==> config.mk <==
export PLATFORM = sky130hd
export DESIGN_NAME = adc_seq_ctrl
export DESIGN_NICKNAME = d
export VERILOG_FILES = /design/src/rtl/adc_seq_pkg.sv /design/src/rtl/adc_clk_div.sv /design/src/rtl/adc_seq_fsm.sv /design/src/rtl/adc_result_bank.sv /design/src/rtl/adc_seq_ctrl.sv
export SDC_FILE = /design/constraint.sdc
export NUM_CORES = 1
export LEC_CHECK = 0
export ABC_AREA = 1
export BUFFER_PORTS_ARGS = -buffer_cell sky130_fd_sc_hd__buf_2
export CAP_MARGIN = 30
export CORE_MARGIN = 5
export CORE_UTILIZATION = 55
export CTS_BUF_LIST = sky130_fd_sc_hd__clkbuf_8
export DETAILED_ROUTE_END_ITERATION = 10
export GPL_TIMING_DRIVEN = 0
export PLACE_DENSITY = 0.79
export SLEW_MARGIN = 20
export SYNTH_ARGS = -nofsm -noshare
export SYNTH_HDL_FRONTEND = slang
export SYNTH_SLANG_ARGS = --single-unit
==> constraint.sdc <==
create_clock -name clk -period 2.1 [get_ports clk]
set_input_delay 0.42 -clock clk [delete_from_list [all_inputs] [get_ports clk]]
set_output_delay 0.42 -clock clk [all_outputs]
set_load 0.005 [all_outputs]
==> src/rtl/adc_seq_pkg.sv <==
package adc_seq_pkg;
    localparam int unsigned DATA_W   = 14;
    localparam int unsigned N_PAIRS  = 4;
    localparam int unsigned DIV_LO   = 4;
    localparam int unsigned DIV_HI   = 30;
    localparam int unsigned N_SRC    = 4;

    typedef enum logic [1:0] {
        SQ_IDLE   = 2'd0,
        SQ_SAMPLE = 2'd1,
        SQ_DRAIN  = 2'd2
    } seq_state_e;
endpackage

==> src/rtl/adc_clk_div.sv <==
module adc_clk_div #(
    parameter int unsigned DIV_LO = 4,
    parameter int unsigned DIV_HI = 30,
    localparam int unsigned CW    = $clog2(DIV_HI + 1)
) (
    input  logic          clk,
    input  logic          rst_n,
    input  logic [CW-1:0] div_sel,
    output logic          tick,
    output logic          aclk
);
    typedef struct packed {
        logic [CW-1:0] cnt;
        logic          aclk;
    } div_t;

    div_t q, d;
    logic [CW-1:0] ratio;
    logic [CW-1:0] half;

    always_comb begin
        if (div_sel < CW'(DIV_LO))      ratio = CW'(DIV_LO);
        else if (div_sel > CW'(DIV_HI)) ratio = CW'(DIV_HI);
        else                            ratio = div_sel;
        half   = ratio >> 1;
        d      = q;
        d.cnt  = (q.cnt >= ratio - CW'(1)) ? '0 : q.cnt + CW'(1);
        d.aclk = (d.cnt < half);
    end

    always_ff @(posedge clk or negedge rst_n) begin
        if (!rst_n) begin
            q.cnt  <= CW'(DIV_HI);
            q.aclk <= 1'b0;
        end else begin
            q <= d;
        end
    end

    assign tick = (q.cnt == '0);
    assign aclk = q.aclk;
endmodule

==> src/rtl/adc_seq_fsm.sv <==
module adc_seq_fsm
    import adc_seq_pkg::*;
#(
    parameter int unsigned PAIRS = 4,
    localparam int unsigned PW   = (PAIRS > 1) ? $clog2(PAIRS) : 1
) (
    input  logic          clk,
    input  logic          rst_n,
    input  logic          tick,
    input  logic          start_hit,
    input  logic          res_valid,
    output logic [PW-1:0] pair_sel,
    output logic          strobe,
    output logic          cap_en,
    output logic [PW-1:0] cap_slot,
    output logic          clr,
    output logic          busy,
    output logic          done,
    output logic          irq,
    output logic          ovr
);
    localparam logic [PW-1:0] LAST = PW'(PAIRS - 1);

    typedef struct packed {
        seq_state_e    state;
        logic [PW-1:0] idx;
        logic [PW-1:0] got;
        logic          strobe;
        logic          done;
        logic          irq;
        logic          ovr;
    } fsm_t;

    fsm_t q, d;

    always_comb begin
        d      = q;
        d.done = 1'b0;
        clr    = 1'b0;
        cap_en = 1'b0;
        if (q.state == SQ_IDLE) begin
            if (start_hit) begin
                d.state = SQ_SAMPLE;
                d.idx   = '0;
                d.got   = '0;
                d.irq   = 1'b0;
                d.ovr   = 1'b0;
                clr     = 1'b1;
            end
        end else begin
            if (start_hit) d.ovr = 1'b1;
            if (q.state == SQ_SAMPLE) begin
                if (q.strobe) begin
                    d.strobe = 1'b0;
                    if (q.idx == LAST) d.state = SQ_DRAIN;
                    else               d.idx   = q.idx + PW'(1);
                end else if (tick) begin
                    d.strobe = 1'b1;
                end
            end
            if (res_valid) begin
                cap_en = 1'b1;
                if (q.got == LAST) begin
                    d.state  = SQ_IDLE;
                    d.done   = 1'b1;
                    d.irq    = 1'b1;
                    d.idx    = '0;
                    d.strobe = 1'b0;
                end else begin
                    d.got = q.got + PW'(1);
                end
            end
        end
    end

    always_ff @(posedge clk or negedge rst_n) begin
        if (!rst_n) begin
            q.state  <= SQ_IDLE;
            q.idx    <= '0;
            q.got    <= '0;
            q.strobe <= 1'b0;
            q.done   <= 1'b0;
            q.irq    <= 1'b0;
            q.ovr    <= 1'b0;
        end else begin
            q <= d;
        end
    end

    assign pair_sel = q.idx;
    assign strobe   = q.strobe;
    assign cap_slot = q.got;
    assign busy     = (q.state != SQ_IDLE);
    assign done     = q.done;
    assign irq      = q.irq;
    assign ovr      = q.ovr;
endmodule

==> src/rtl/adc_result_bank.sv <==
module adc_result_bank #(
    parameter int unsigned DW    = 14,
    parameter int unsigned PAIRS = 4,
    localparam int unsigned CH   = 2 * PAIRS,
    localparam int unsigned CHW  = $clog2(CH),
    localparam int unsigned PW   = (PAIRS > 1) ? $clog2(PAIRS) : 1
) (
    input  logic           clk,
    input  logic           rst_n,
    input  logic           clr,
    input  logic           cap_en,
    input  logic [PW-1:0]  cap_slot,
    input  logic [DW-1:0]  a_data,
    input  logic [DW-1:0]  b_data,
    input  logic [CHW-1:0] rd_addr,
    output logic [DW-1:0]  rd_data,
    output logic [CH-1:0]  oor
);
    localparam logic [DW-1:0] CODE_MAX = {DW{1'b1}};

    typedef struct packed {
        logic [CH-1:0][DW-1:0] res;
        logic [CH-1:0]         flg;
    } bank_t;

    bank_t q, d;

    function automatic logic at_edge(input logic [DW-1:0] v);
        return (v == '0) || (v == CODE_MAX);
    endfunction

    always_comb begin
        d = q;
        if (clr) d.flg = '0;
        for (int p = 0; p < int'(PAIRS); p++) begin
            if (cap_en && cap_slot == PW'(p)) begin
                d.res[p]         = a_data;
                d.res[p + PAIRS] = b_data;
                if (at_edge(a_data)) d.flg[p]         = 1'b1;
                if (at_edge(b_data)) d.flg[p + PAIRS] = 1'b1;
            end
        end
    end

    always_ff @(posedge clk or negedge rst_n) begin
        if (!rst_n) q <= '0;
        else        q <= d;
    end

    assign rd_data = q.res[rd_addr];
    assign oor     = q.flg;
endmodule

==> src/rtl/adc_seq_ctrl.sv <==
module adc_seq_ctrl
    import adc_seq_pkg::*;
#(
    parameter int unsigned DW     = DATA_W,
    parameter int unsigned PAIRS  = N_PAIRS,
    parameter int unsigned DIV_MIN = DIV_LO,
    parameter int unsigned DIV_MAX = DIV_HI,
    parameter int unsigned NSRC   = N_SRC,
    localparam int unsigned CH    = 2 * PAIRS,
    localparam int unsigned CHW   = $clog2(CH),
    localparam int unsigned PW    = (PAIRS > 1) ? $clog2(PAIRS) : 1,
    localparam int unsigned SW    = (NSRC > 1) ? $clog2(NSRC) : 1,
    localparam int unsigned CW    = $clog2(DIV_MAX + 1)
) (
    input  logic           clk,
    input  logic           rst_n,
    input  logic [CW-1:0]  div_sel,
    input  logic [SW-1:0]  start_sel,
    input  logic [NSRC-1:0] start_req,
    output logic [PW-1:0]  mux_sel,
    output logic           sha_strobe,
    output logic           adc_clk,
    input  logic           core_valid,
    input  logic [DW-1:0]  core_a_data,
    input  logic [DW-1:0]  core_b_data,
    input  logic [CHW-1:0] rd_addr,
    output logic [DW-1:0]  rd_data,
    output logic           busy,
    output logic           done,
    output logic           irq,
    output logic           overrun,
    output logic [CH-1:0]  oor_flags
);
    logic          tick;
    logic          start_hit;
    logic          cap_en;
    logic          clr;
    logic [PW-1:0] cap_slot;

    assign start_hit = start_req[start_sel];

    adc_clk_div #(.DIV_LO(DIV_MIN), .DIV_HI(DIV_MAX)) u_div (
        .clk     (clk),
        .rst_n   (rst_n),
        .div_sel (div_sel),
        .tick    (tick),
        .aclk    (adc_clk)
    );

    adc_seq_fsm #(.PAIRS(PAIRS)) u_fsm (
        .clk       (clk),
        .rst_n     (rst_n),
        .tick      (tick),
        .start_hit (start_hit),
        .res_valid (core_valid),
        .pair_sel  (mux_sel),
        .strobe    (sha_strobe),
        .cap_en    (cap_en),
        .cap_slot  (cap_slot),
        .clr       (clr),
        .busy      (busy),
        .done      (done),
        .irq       (irq),
        .ovr       (overrun)
    );

    adc_result_bank #(.DW(DW), .PAIRS(PAIRS)) u_bank (
        .clk      (clk),
        .rst_n    (rst_n),
        .clr      (clr),
        .cap_en   (cap_en),
        .cap_slot (cap_slot),
        .a_data   (core_a_data),
        .b_data   (core_b_data),
        .rd_addr  (rd_addr),
        .rd_data  (rd_data),
        .oor      (oor_flags)
    );
endmodule

==> results of run 1 <==
path summary, 6_finish.rpt:
check / start / to / slack [ps] / cells after the start
min: core_valid / u_fsm.cap_slot[1]$_DFFE_PN0P_ / 250 / 3
max: div_sel[3] / u_div.aclk$_DFF_PN0_ / -290 / 21
max reg2reg: u_div.q[3]$_DFF_PN1_ / u_div.aclk$_DFF_PN0_ / -70 / 13
min in group asynchronous: rst_n / u_bank.q[20]$_DFFE_PN0P_ / 440 / 2
min reg2reg: u_bank.oor[0]$_DFF_PN0_ / u_bank.oor[0]$_DFF_PN0_ / 480 / 2
max in group asynchronous: rst_n / u_div.q[3]$_DFF_PN1_ / 860 / 3
metrics by stage:
step	worst slack, ps	hold WS (ps)	total power (uW)	cells
3_3_place_gp	-1220	460.2	7758	1006
4_1_cts	-271.6	228.8	10070	1053
2_1_floorplan	-498.5	124.4	6799	787
5_1_grt	-414.4	266.2	11050	1055
3_5_place_dp	-926.5	310.8	7913	1007
6_report	-287.4	247.3	10280	1055
worst register-to-register path, delay by kind of cell (launching register included):
family | cells | cell delay (ps)
buffers and inverters | 1 | 60
flip-flops | 1 | 590
AND/OR/NAND/NOR | 8 | 700
adder cells (fa/ha/maj) | 2 | 490
AO/OA/AOI/OAI | 2 | 270
cell usage in the layout (no fill, tap or decap), types with 2 or more instances in the layout:
| master | n |
|---|---|
| o21ai_1 | 59 |
| mux2i_1 | 28 |
| ha_1 | 13 |
| dfrtp_1 | 132 |
| a21oi_1 | 4 |
| o21ai_0 | 82 |
| clkbuf_1 | 9 |
| buf_4 | 27 |
| nor2_2 | 4 |
| nand2_2 | 7 |
| nand3_1 | 9 |
| o211ai_1 | 2 |
| inv_2 | 4 |
| buf_2 | 75 |
| dfstp_2 | 4 |
| inv_1 | 61 |
| o21ai_2 | 3 |
| inv_4 | 4 |
| nand4_1 | 15 |
| nor3_1 | 4 |
| nand2_1 | 212 |
| clkbuf_8 | 21 |
| nor2_1 | 45 |
| o22ai_1 | 27 |
| nor2_4 | 5 |
| buf_6 | 20 |
| buf_8 | 3 |
| clkbuf_2 | 3 |
| xor2_1 | 3 |
| clkinv_2 | 7 |
power groups by stage:
stage                     clock network, uW  registers [uW]  logic [uW]
after global routing                   2160            4600        4290
after detailed placement                  0            4470        3440
after CTS                              2030            4440        3590
after floorplan                           0            4320        2480
after global placement                    0            4440        3320
final                                  2020            4460        3790
logic make-up (layout without fill, tap and decap cells):
family | after synthesis | in the layout
flip-flops | 136 | 136
XOR/XNOR | 4 | 4
adder cells (fa/ha/maj) | 15 | 15
AND/OR/NAND/NOR | 303 | 303
multiplexers | 28 | 28
buffers and inverters | 118 | 239
AO/OA/AOI/OAI | 183 | 183
final cells by class:
type | instances | share of cell area
Buffer | 51 | 0.04742
Multi-Input combinational cell | 533 | 0.3502
Clock buffer | 21 | 0.03639
Clock inverter | 11 | 0.01008
Timing Repair Buffer | 89 | 0.07073
Tap cell | 147 | 0.02316
Inverter | 67 | 0.03292
Sequential cell | 136 | 0.4291
sequential cells by signal (all words and copies together), names as in the netlist:
name,flops
u_bank.oor,8
u_bank.q,112
u_div.aclk,1
u_div.q,5
u_fsm.cap_slot,2
u_fsm.done,1
u_fsm.irq,1
u_fsm.ovr,1
u_fsm.pair_sel,2
u_fsm.q,2
u_fsm.strobe,1
timing repair:
action,CTS,global route
buffers inserted,13,6
setup endpoints to repair,4,8
pin swaps,16,17
resized for setup,21,24
hold buffers,1,0
hold endpoints to repair,37,0
metal layers:
metal | wire, um | part of all wire | vias to the layer above
met5 | 0 | 0 | -
met4 | 303 | 0.017 | 0
met3 | 1447 | 0.081 | 27
met2 | 8461 | 0.48 | 240
met1 | 7566 | 0.43 | 2824
li1 | - | - | 2805
==> out/results.txt, run 1 <==
Die Area - 0.01455 mm2
Detailed-route via count - 5,896
Critical Path AT - 2770 ps
DRT iter0 DRCs - 749
CP max FO - 3
Drt first pass iters - 6
CORE AREA - 0.01201 mm2
Int Pwr - 6480 uW
GP Congestion - 0.8791
Post-synth top cells - nand2_1, dfrtp_1, o21ai_0, inv_1, o21ai_1
Layout cell share with drive strength beyond 1 - 0.2159
Final min period - 2387 ps
Drt total wl - 17,780 um
Syn_nets - 847
Worst stage delay on the critical path - 290 ps
Filler Cells Inserted - 1,054
Initial antenna violation count - 0
Critical path class - in -> reg
Synth Warn # - 0
Slew at the pin closest to its max-slew limit - 669.4 ps
Initial Util - 0.5605
Peak supply drop - 0.6553 mV
Worst-Skew Late Latency - 450 ps
Number of global-route vias before repair - 5,517
Part of the power in registers - 0.434
Post-DP HPWL - 12,100 um
Post-route ant nets - 0
Max-slew headroom - 0.5537
Busiest layer in global routing - met2
Final Max Slew Viols - 0
Cell taking the most area after synthesis - dfrtp_1
Synthesis-to-finish area growth - 17.97%
Ports - 75
Primary FF master, synth - dfrtp_1
Sequential-to-total area share from yosys stat - 0.5062
Switch share - 0.3693
# rows - 40
# setup viols final - 1
Post-DR wirelength/cell - 16.85 um
Delay-heaviest family, CP - simple AND/OR/NAND/NOR gates
Psw - 3795 uW
Mapped cell area - 0.006733 mm2
Synth top area share - 0.4906
Longest Clk Path Bufs - 2
RSZ-0062 raised after global routing - yes
Gr usage total - 0.2501
Root Buffer - clkbuf_8
Vias per cell - 5.589
Synth top area cells - dfrtp_1, nand2_1, o21ai_0, o21ai_1, mux2i_1
Post-synth ARST share - 1.000
Adder-Cell Fraction of Synth Area - 0.02788
Met2 Use GR - 0.3961
Final setup TNS - -287.4 ps
Port buffer count - 72
Mux contribution to synthesized area - 0.04163
CTS tree - done
Met3 Track Usage GR - 0.06455
Period utilization - 1.137
Syn_area_per_cell - 8.555 um2
WP buf/inv - 4
Core Util, Final - 0.6613
First-pass GRT wire length - 28,300 um
Drc violations - 0
Die W - 120.6 um
Final #Nets - 955
Seq cells post-synth - 136
Diode count - 0
Violated checks - negative setup slack
Multi-input gate area - 0.002781 mm2
Synth cell types - 32
Worst Hold Class - in -> reg
Worst setup SP type - input pin
Setup ws final - -287.4 ps
Clock power frac - 0.196
Number of max-cap violations - 0
Compound-Gate Fraction of Synth Area - 0.1450
GR Overflow Total - 0
Grt met1 use - 0.3413
Main combinational cell family by area after synthesis - simple AND/OR/NAND/NOR gates
Final Hold Vio Count - 0
Count leader, synth - nand2_1
Cell Pwr Density - 1294 mW/mm2
Pin count of the biggest net entering global routing - 100
Mapped Cells - 787
Worst Clk Skew - 8.124 ps
Post-Synth XOR/XNOR Area - 0.005203
Req. time, crit path - 2480 ps
Status - finished, violations left
Max Clock Freq - 0.4189 GHz
Register area - 0.003408 mm2
Synth Area in Simple Gates - 0.1810
CTS H-tree lvls - 4
Gate power share - 0.369
Clk pin slew, worst setup/hold paths - 70 ps
Slowest CP cell - ha_1
Post-route cell area - 0.007943 mm2
Num CTS Buffers - 17
DP Area - 0.007315 mm2
Die Span Y - 120.6 um
Worst Setup End Kind - flip-flop
Crit path cell chain - buf_8, inv_4, nand2_4, nor2_4, nor2_2, inv_1, ha_2, xor2_1, ha_1, nand2_1, nand2_1, nand2_2, nand2_2, nor2_4, inv_4, nor2_4, ha_4, a21o_1, a21oi_1, nand2_1, nor2_1
P_leak - 0.004159 uW
Number of synthesized flops with an enable pin - 0
Clock sink count - 136
(Power assumes the default switching activity.)
==> run 2: changes to the inputs <==
Settings changed: ABC_AREA 1 to default.
==> out/results.txt, run 2 <==
FF-to-FF setup slack - -150 ps (-80 ps)
Pin count of the biggest net entering global routing - 108 (+8.0%)
Port buffer count - 72 (unchanged)
Detailed-route via count - 4,140 (-30%)
Die Area - 0.01425 mm2 (-2.1%)
Final Hold Vio Count - 0 (unchanged)
RSZ-0062 raised after global routing - yes
CORE AREA - 0.01186 mm2 (-1.2%)
Slowest CP cell - or3_4
Longest Clk Path Bufs - 2 (unchanged)
Synth top area share - 0.5020 (+0.01138)
Initial Util - 0.5547 (-0.005774)
Post-DR wirelength/cell - 19.75 um (+17%)
Die W - 119.4 um (-1.0%)
Setup ws final - -425.2 ps (-137.8 ps)
Final setup TNS - -1026 ps (-738.8 ps)
Reg with most FFs - u_bank.q
DRT iter0 DRCs - 315 (-58%)
Post-synth ARST share - 1.000 (unchanged)
GR Overflow Total - 0 (unchanged)
Number of synthesized flops with an enable pin - 0 (unchanged)
Max Clock Freq - 0.3960 GHz (-5.5%)
Peak supply drop - 0.6811 mV (+3.9%)
GP Congestion - 0.7770 (-12%)
Final Power - 10,910 uW (+6.2%)
Pre-CTS setup slack - -941.6 ps (-15.16 ps)
Req. time, crit path - 2430 ps (-50 ps)
Synthesis-to-finish area growth - 19.34%
Drt total wl - 14,140 um (-20%)
# rows - 40 (unchanged)
Synth cell types - 40 (+25%)
Root Buffer - clkbuf_8
Drc violations - 0 (unchanged)
Number of max-cap violations - 0 (unchanged)
Cell taking the most area after synthesis - dfrtp_1
Sequential-to-total area share from yosys stat - 0.5180 (+0.01174)
Initial antenna violation count - 0 (unchanged)
Critical Path AT - 2860 ps (+90 ps)
Final #Nets - 616 (-35%)
Vias per cell - 5.782 (+3.5%)
Synth top area cells - dfrtp_1, mux2_2, mux4_1, ha_1, dfstp_2
Crit path cell chain - buf_8, or3_4, nand2_4, ha_4, xor2_2, ha_1, buf_4, a31oi_4, o21ai_4, nor2_4, ha_1, nand3_1, o21a_1, o211a_1
Post-synth top cells - dfrtp_1, mux2_2, mux4_1, nand2_1, ha_1
Cell Pwr Density - 1389 mW/mm2 (+7.4%)
P_leak - 0.003561 uW (-14%)
Final min period - 2525 ps (+137.8 ps)
Post-route ant nets - 0 (unchanged)
Number of global-route vias before repair - 4,414 (-20%)
Worst Clk Skew - 8.408 ps (+0.2842 ps)
Final Max Slew Viols - 0 (unchanged)
Ports - 75 (unchanged)
Worst Hold Class - in -> reg
Mapped Cells - 451 (-43%)
Status - finished, violations left
Most frequent cell on the critical path - ha_1
Max-slew headroom - 0.6655 (+0.1118)
Clk pin slew, worst setup/hold paths - 80 ps (about the same)
Primary FF master, synth - dfrtp_1
Slew at the pin closest to its max-slew limit - 501.7 ps (-167.7 ps)
Syn_area_per_cell - 14.59 um2 (+71%)
Gr usage total - 0.2103 (-0.03983)
First-pass GRT wire length - 23,240 um (-18%)
Worst Setup End Kind - flip-flop
Layout cell share with drive strength beyond 1 - 0.5589 (+0.3430)
Die Span Y - 119.4 um (-1.0%)
Count leader, synth - dfrtp_1
# setup viols final - 15 (+14)
Synth Warn # - 0 (unchanged)
Clock sink count - 136 (unchanged)
CP max FO - 6 (+3)
Drt first pass iters - 4 (-2)
CTS H-tree lvls - 4 (unchanged)
Most frequent cells in the layout - dfrtp_1, mux2_2, buf_2
Worst stage delay on the critical path - 410 ps (+120 ps)
Period utilization - 1.202 (+0.06562)
CTS tree - done
Mapped cell area - 0.006580 mm2 (-2.3%)
Worst setup SP type - input pin
Max FFs per register - 112 (unchanged)
Most common cell after layout, fill and taps aside - dfrtp_1
Critical path class - in -> reg
Syn_nets - 511 (-40%)
Worst-Skew Late Latency - 440 ps (about the same)
Num CTS Buffers - 17 (unchanged)
Post-DP HPWL - 9496 um (-22%)
Seq cells post-synth - 136 (unchanged)
Violated checks - negative setup slack
Diode count - 0 (unchanged)
run 2: cell types whose count changed after synthesis, moves of 25 or more:
| cell | previous run | this run |
|---|---|---|
| inv_1 | 63 | 10 |
| mux4_1 | 0 | 25 |
| mux2i_1 | 28 | 1 |
| nand2_1 | 216 | 22 |
| o21ai_1 | 59 | 1 |
| mux2_2 | 0 | 126 |
| nor2_1 | 52 | 11 |
| o22ai_1 | 28 | 0 |
| o21ai_0 | 83 | 11 |
run 2: critical path, delay by kind of cell:
family,cells,cell delay [ps]
buffers and inverters,2,220
adder cells (fa/ha/maj),3,780
XOR/XNOR,1,70
AND/OR/NAND/NOR,4,660
AO/OA/AOI/OAI,4,710
run 2: final timing paths:
path,start,to,cells past startpoint
max in group asynchronous,rst_n,u_div.q[5]$_DFF_PN1_,3
hold / removal,core_valid,u_fsm.q[9]$_DFFE_PN0P_,2
setup / recovery,div_sel[4],u_div.aclk$_DFF_PN0_,14
setup reg to reg,u_div.q[1]$_DFF_PN0_,u_div.aclk$_DFF_PN0_,10
min in group asynchronous,rst_n,u_bank.q[99]$_DFFE_PN0P_,2
hold reg to reg,u_fsm.irq$_DFFE_PN0P_,u_fsm.irq$_DFFE_PN0P_,2
run 2: cell type report:
cell class / count / area (um2)
Clock buffer: 21 / 289.0
Multi-Input combinational cell: 274 / 2980
Fill cell: 846 / 4009
Sequential cell: 136 / 3408
Tap cell: 147 / 183.9
Timing Repair Buffer: 86 / 595.6
Clock inverter: 11 / 121.4
Buffer: 30 / 232.7
Inverter: 11 / 41.29
run 2: cells by family (layout without fill, tap and decap cells):
family | Yosys count | after routing | synth area share
flip-flops | 136 | 136 | 0.5180
buffers and inverters | 41 | 159 | 0.03727
multiplexers | 156 | 156 | 0.3307
adder cells (fa/ha/maj) | 15 | 15 | 0.02852
XOR/XNOR | 4 | 4 | 0.005325
AND/OR/NAND/NOR | 70 | 70 | 0.05401
AO/OA/AOI/OAI | 29 | 29 | 0.02624
run 2: routing by layer:
layer  vias to the layer above  part of all wire  GRT usage
li1                       1876                 -          -
met1                      2157              0.43     0.2756
met2                        89              0.52     0.3465
met3                        18             0.039    0.04986
met4                         0             0.017    0.07158
met5                         -                 0          0
run 2: where the power goes:
group | total, uW | switching, uW | internal (uW)
clock network | 2160 | 987 | 1180
registers | 4600 | 713 | 3880
logic | 4150 | 1570 | 2580
run 2: metrics by stage:
| stage | hold slack, ps | utilization | area (um2) | std cells |
|---|---|---|---|---|
| after floorplan | 124.4 | - | 6621 | 451 |
| after global placement | 460.4 | 0.6041 | 7166 | 670 |
| after detailed placement | 283.9 | 0.6073 | 7203 | 671 |
| after CTS | 181.3 | 0.6570 | 7792 | 712 |
| after global routing | 207.9 | 0.6620 | 7853 | 716 |
| final | 217.8 | 0.6620 | 7853 | 716 |
run 2: what timing repair did:
item                                   CTS  global route
endpoints found under the hold margin   29             0
hold buffers                             1             0
setup endpoints to repair               15            15
gates resized for setup                 64             8
buffers inserted                         8             4
pin swaps                                2             3
